## src/rtl/io_selftest_gen.sv

```systemverilog
module io_selftest_gen #(
  parameter logic [15:0] TAG_CODE   = 16'hFFFF,
  parameter logic [15:0] ALT_CODE   = 16'hF000,
  parameter logic [7:0]  COUNT_HI   = 8'hF1
) (
  input  logic       clk,
  input  logic       rst,
  input  logic [7:0] hi_byte,
  input  logic [7:0] lo_byte,
  output logic [7:0] out_byte
);

  typedef enum logic [1:0] {M_IDLE, M_TAG, M_ALT, M_COUNT} mode_e;

  mode_e      mode_q, mode_d;
  logic [1:0] tag_idx_q;
  logic [7:0] out_q;
  logic [15:0] word;

  assign word = {hi_byte, lo_byte};

  function automatic logic [7:0] tag_char(input logic [1:0] idx);
    case (idx)
      2'd0:    tag_char = 8'h54;
      2'd1:    tag_char = 8'h2D;
      default: tag_char = 8'h4E;
    endcase
  endfunction

  always_comb begin
    if (word == TAG_CODE)           mode_d = M_TAG;
    else if (word == ALT_CODE)      mode_d = M_ALT;
    else if (hi_byte == COUNT_HI)   mode_d = M_COUNT;
    else                            mode_d = M_IDLE;
  end

  always_ff @(posedge clk) begin
    if (rst) begin
      mode_q    <= M_IDLE;
      tag_idx_q <= 2'd0;
      out_q     <= 8'h00;
    end else begin
      mode_q <= mode_d;
      if (mode_d != mode_q) begin
        tag_idx_q <= 2'd1;
        case (mode_d)
          M_TAG:   out_q <= tag_char(2'd0);
          M_COUNT: out_q <= lo_byte;
          default: out_q <= 8'h00;
        endcase
      end else begin
        case (mode_d)
          M_TAG: begin
            out_q     <= tag_char(tag_idx_q);
            tag_idx_q <= tag_idx_q + 2'd1;
          end
          M_ALT:   out_q <= ~out_q;
          M_COUNT: out_q <= out_q - 8'd1;
          default: out_q <= 8'h00;
        endcase
      end
    end
  end

  assign out_byte = out_q;

endmodule

```

## config.mk

```make
export PLATFORM = sky130hd
export DESIGN_NAME = io_selftest_gen
export DESIGN_NICKNAME = d
export VERILOG_FILES = /design/src/rtl/io_selftest_gen.sv
export SDC_FILE = /design/constraint.sdc
export NUM_CORES = 1
export LEC_CHECK = 0
export ABC_AREA = 1
export BUFFER_PORTS_ARGS = -buffer_cell sky130_fd_sc_hd__buf_2
export CAP_MARGIN = 25
export CORE_MARGIN = 1
export CORE_UTILIZATION = 47
export CTS_CLUSTER_DIAMETER = 120
export CTS_CLUSTER_SIZE = 40
export DETAILED_ROUTE_END_ITERATION = 16
export HOLD_SLACK_MARGIN = 0.02
export PLACE_DENSITY = 0.73
export SYNTH_ARGS = -nofsm -noshare
export SYNTH_HDL_FRONTEND = slang
export SYNTH_SLANG_ARGS = --single-unit
export TNS_END_PERCENT = 5
```

## constraint.sdc

```tcl
create_clock -name clk -period 1.14 [get_ports clk]
set_input_delay 0.171 -clock clk [delete_from_list [all_inputs] [get_ports clk]]
set_output_delay 0.171 -clock clk [all_outputs]
set_load 0.02 [all_outputs]
```

* Yosys cells after proc, flatten, opt, wreduce, memory -nomap -nowiden
Index checks and enable logic that the tools add are counted.
Storage, ports and cells: register bits after elaboration 12, input port bits 18, output and inout bits 8, logic and storage cells 27
Operators by class: add/subtract/negate cells 2, equality and inequality tests 8, mux-type cells 9, bitwise logic cells 1, reduce and logical (&&, ||, !) cells 3
Operators with widths (number):
- equality test 16 bit (second input constant) | 2
- case mux 8 bit (3 select lines) | 1
- case mux 8 bit (2 select lines) | 1
- case mux 7 bit (2 select lines) | 1
- equality test 8 bit (second input constant) | 1
- 2-to-1 mux 8 bit | 1
- NOT 8 bit | 1
- subtractor 8 x 1 -> 8 bit (second input constant) | 1
- 2-to-1 mux 2 bit | 3
- equality test 2 x 1 -> 1 bit (second input constant) | 2
- equality test 2 bit (second input constant) | 2
- adder 2 x 1 -> 2 bit (second input constant) | 1
- zero test 2 bit | 1
- 2-to-1 mux 1 bit | 2
- != test 2 bit | 1
- nonzero test 2 bit | 1
- OR reduction 2 bit | 1

* Logic depth before layout (Yosys ltp)
word-level depth 7, depth in mapped cells 13, gate-level depth less buffers 13

* Worst setup path before layout
OpenSTA, ideal clock, no wires.
kind flip-flop to flip-flop, start point reg out_q[0], in the netlist out_byte[0], end point reg out_q[4], in the netlist out_byte[4], library setup time 58 ps, arrival 1303 ps, required time 1082 ps, slack -221 ps, cell stages (with the launch flop) 9, path buffers 0, clock period less this slack 1361 ps, cells stage by stage dfxtp_1 -> inv_1 -> ha_1 -> nand2_1 -> xor2_1 -> nand2_1 -> o211ai_1 -> nand4_1 -> nand2_1
On the way: word-level cells in the longest chain between the ends 3
RTL lines:
- start, declared | RTL line 17 | logic [7:0] out_q;
- start signal, assigned | RTL line 47 | M_TAG: out_q <= tag_char(2'd0);
- start signal, assigned | RTL line 48 | M_COUNT: out_q <= lo_byte;
- start signal, assigned | RTL line 54 | out_q <= tag_char(tag_idx_q);
- subtractor 8 x 1 -> 8 bit | RTL line 58 | M_COUNT: out_q <= out_q - 8'd1;
- case mux 8 bit (3 select lines) | RTL line 52 | case (mode_d)
- 2-to-1 mux 8 bit | RTL line 44 | if (mode_d != mode_q) begin
Every way passes these cells. A chain may end at the register's enable or synchronous reset.

* Worst setup path after layout
Same ends and word-level chain as after synthesis.

==> flow_summary.toml <==
[outcome]
status = "finished, violations left"
violations = "negative setup slack"

[cts]
clk_latency_ns = 0.28
cts_buffers = 3
cts_tree = "built"
cts_root_buf = "clkbuf_4"
cts_sinks = 12
hold_buffers = 0
htree_levels = 1
clockBufferDepth = 2
clk_pin_slew_ns = 0.07

[job]
maxCapViolCount = 0

[floorplan]
ios = 26
coreArea_um2 = 2020
die_area_um2 = 2430
die_y_um = 49.3
fp-row-count = 16
fp.dieW_um = 49.3
initial_utilization = 0.520

[routing]
drc = 0
wl_mm = 2.94
viasPerCell = 5.00
via_count = 1209
ant_nets = 0
dr.pass1.iters = 4
wl_per_cell_um = 12.2
drt-initial-drc-count = 31

[placed_design]
hpwl_mm = 2.43
place_ws_ns = -0.297
io_buffers = 25
postPlaceCellArea_um2 = 1400
routabilityCongestion = 0.990
dp.cells = 236

[global_routing]
grt_pass1_vias = 1159
antenna_found_initial = 0
grtUsageTotal = 0.256
grt_pass1_wl_mm = 4.75
grt.overflow.total = 0
grt_max_degree = 9

[timing]
worstMarginPinSlew_ns = 0.248
period_share = 1.05
tns_ns = -0.258
rsz0062_at_grt = "yes"
fin_skew_ns = 0.00482
slew_headroom = 0.835
fin_crit_ns = 1.20
setup_viol = 6
fmaxAchievable_mhz = 835
layout_setup_ws_ns = -0.0576
slew_viol_final = 0
hold_viol = 0

[final_layout]
seq_area_um2 = 254
final_cells = 242
num-fill-cells = 177
multi_input_area_um2 = 753
antenna_cells = 0
fin_nets = 238
design_area_um2 = 1490
area_delta_synth_final_pct = 41.7
drive_gt1_frac = 0.433

[synthesis]
synth_xor_area_frac = 0.0250
syn_nets = 185
synth_cell_types = 27
synthAdderAreaFrac = 0.0476
seq_area_frac_synth = 0.229
netlist_area_um2 = 1050
ys_warn_count = 0
synth_compound_gate_area_share = 0.126
synth_mux_area_frac = 0
ys_ff_latch = 12
avgSynthCellArea_um2 = 6.45
synth_top_family_by_area = "simple AND/OR/NAND/NOR gates"
syn_inst = 163
synthSimpleGateAreaFrac = 0.473

[setup_path]
path_class = "reg2reg"
cp_common_cell = "nand2_1"
path_depth = 8
critPathTopFamily = "flip-flops"
critPathArrivalTime_ns = 1.37
path_max_fanout = 3
startpoint_type = "flop"
crit_chain = "inv_4, ha_4, nand2_4, xor2_1, nand2_1, o211ai_1, nand4_1, nand2_1"
slowest_stage = "dfxtp_4"
end_kind = "flop"
reg2reg_depth = 8
critPathBufInv = 1
crit_required_ns = 1.31
slowest_delay_ns = 0.36

[pwr]
power_leakage_nw = 0.800
power_density_nw_per_um2 = 596
max-vdd-ir-drop_mv = 0.730

[min_path]
min_path_type = "in2reg"
hold_path_depth = 2
-- flip-flops by register name, summed over array words and instances, names as in the netlist --
signal     count
mode_q         2
tag_idx_q      2
out_byte       8
-- stage by stage --
stage                     power [W]  hold slack, ns   util
final                      0.000888           0.175  0.736
after global routing       0.000930           0.187  0.736
after CTS                  0.000899           0.165  0.717
after detailed placement   0.000560           0.452  0.691
after global placement     0.000555           0.440  0.691
after floorplan            0.000483           0.308      -
-- logic make-up (layout without fill, tap and decap cells) --
kind of cell / Yosys count / count (layout)
buffers and inverters: 28 / 80
and+or+nand+nor: 95 / 95
adders and majority gates: 4 / 4
AOI/OAI and AO/OA: 21 / 21
DFF: 12 / 12
xor gates and xnor gates: 3 / 3
-- final cells by class --
type                    count  area share
repair buffers             49       0.205
well taps                  27      0.0227
multi-input cells         123       0.506
clock buffers               4      0.0244
inverters                  27      0.0714
flip-flops and latches     12       0.171
-- where the power goes --
group | internal (W) | total, W | switching (W)
registers | 0.000413 | 0.000415 | 0.00000138
logic | 0.0000645 | 0.000138 | 0.0000733
clock network | 0.000194 | 0.000335 | 0.000141
-- layout by cell type, fill, tap and decap left out --
| cell | count |
|---|---|
| a21oi_1 | 6 |
| nor2_4 | 5 |
| nor2_2 | 5 |
| o211ai_1 | 2 |
| ha_1 | 3 |
| inv_2 | 2 |
| nand4_1 | 5 |
| nand3b_4 | 1 |
| xor2_1 | 2 |
| nand3_2 | 4 |
| inv_4 | 2 |
| buf_2 | 25 |
| inv_1 | 23 |
| a21oi_2 | 2 |
| ha_4 | 1 |
| buf_4 | 24 |
| nand2_2 | 8 |
| o21ai_2 | 1 |
| nand2_1 | 41 |
| nor2_1 | 10 |
| o21ai_0 | 3 |
| dfxtp_1 | 7 |
| clkbuf_4 | 3 |
| a21oi_4 | 1 |
| nand3b_1 | 2 |
| o221ai_1 | 1 |
| o22ai_1 | 1 |
| dfxtp_2 | 2 |
| nand2_4 | 3 |
| o21ai_1 | 3 |
| dfxtp_4 | 3 |
| nand3_1 | 11 |
| xnor2_1 | 1 |
| o21bai_1 | 1 |
| clkbuf_8 | 1 |
-- routing by layer --
| layer | track usage | share of wire | wire, um | vias up |
|---|---|---|---|---|
| li1 | - | - | - | 627 |
| met1 | 0.284 | 0.43 | 1280 | 548 |
| met2 | 0.486 | 0.52 | 1520 | 28 |
| met3 | 0.0467 | 0.036 | 106 | 6 |
| met4 | 0.0735 | 0.015 | 43 | 0 |
| met5 | 0 | 0 | 0 | - |
-- Yosys cell counts (all sizes together) --
master | count | area, um^2
inv | 27 | 101
nor2 | 20 | 113
nand4 | 5 | 31.3
a21oi | 9 | 56.3
xnor2 | 1 | 8.76
nand3 | 15 | 90.1
nand2 | 52 | 228
o22ai | 1 | 6.26
o21bai | 1 | 7.51
clkbuf | 1 | 3.75
o21ai | 7 | 38.8
nand3b | 3 | 35.0
o211ai | 2 | 15.0
ha | 4 | 50.1
xor2 | 2 | 17.5
dfxtp | 12 | 240
o221ai | 1 | 8.76
-- final timing paths --
kind          startpoint          end  slack (ns)
min reg2reg  out_byte[7]  out_byte[7]        0.55
min                  rst  out_byte[5]        0.18
max          out_byte[0]  out_byte[4]       -0.06
max reg2reg  out_byte[0]  out_byte[4]       -0.06
-- what timing repair did --
action                                 4_1_cts  5_1_grt
setup endpoints to repair                    6       11
cloned                                       0        0
resized for setup                            6       10
pin swaps                                    4        6
setup buffers                                0        2
endpoints found under the hold margin        0        0
No activity file was read; power rests on OpenSTA's default activity.
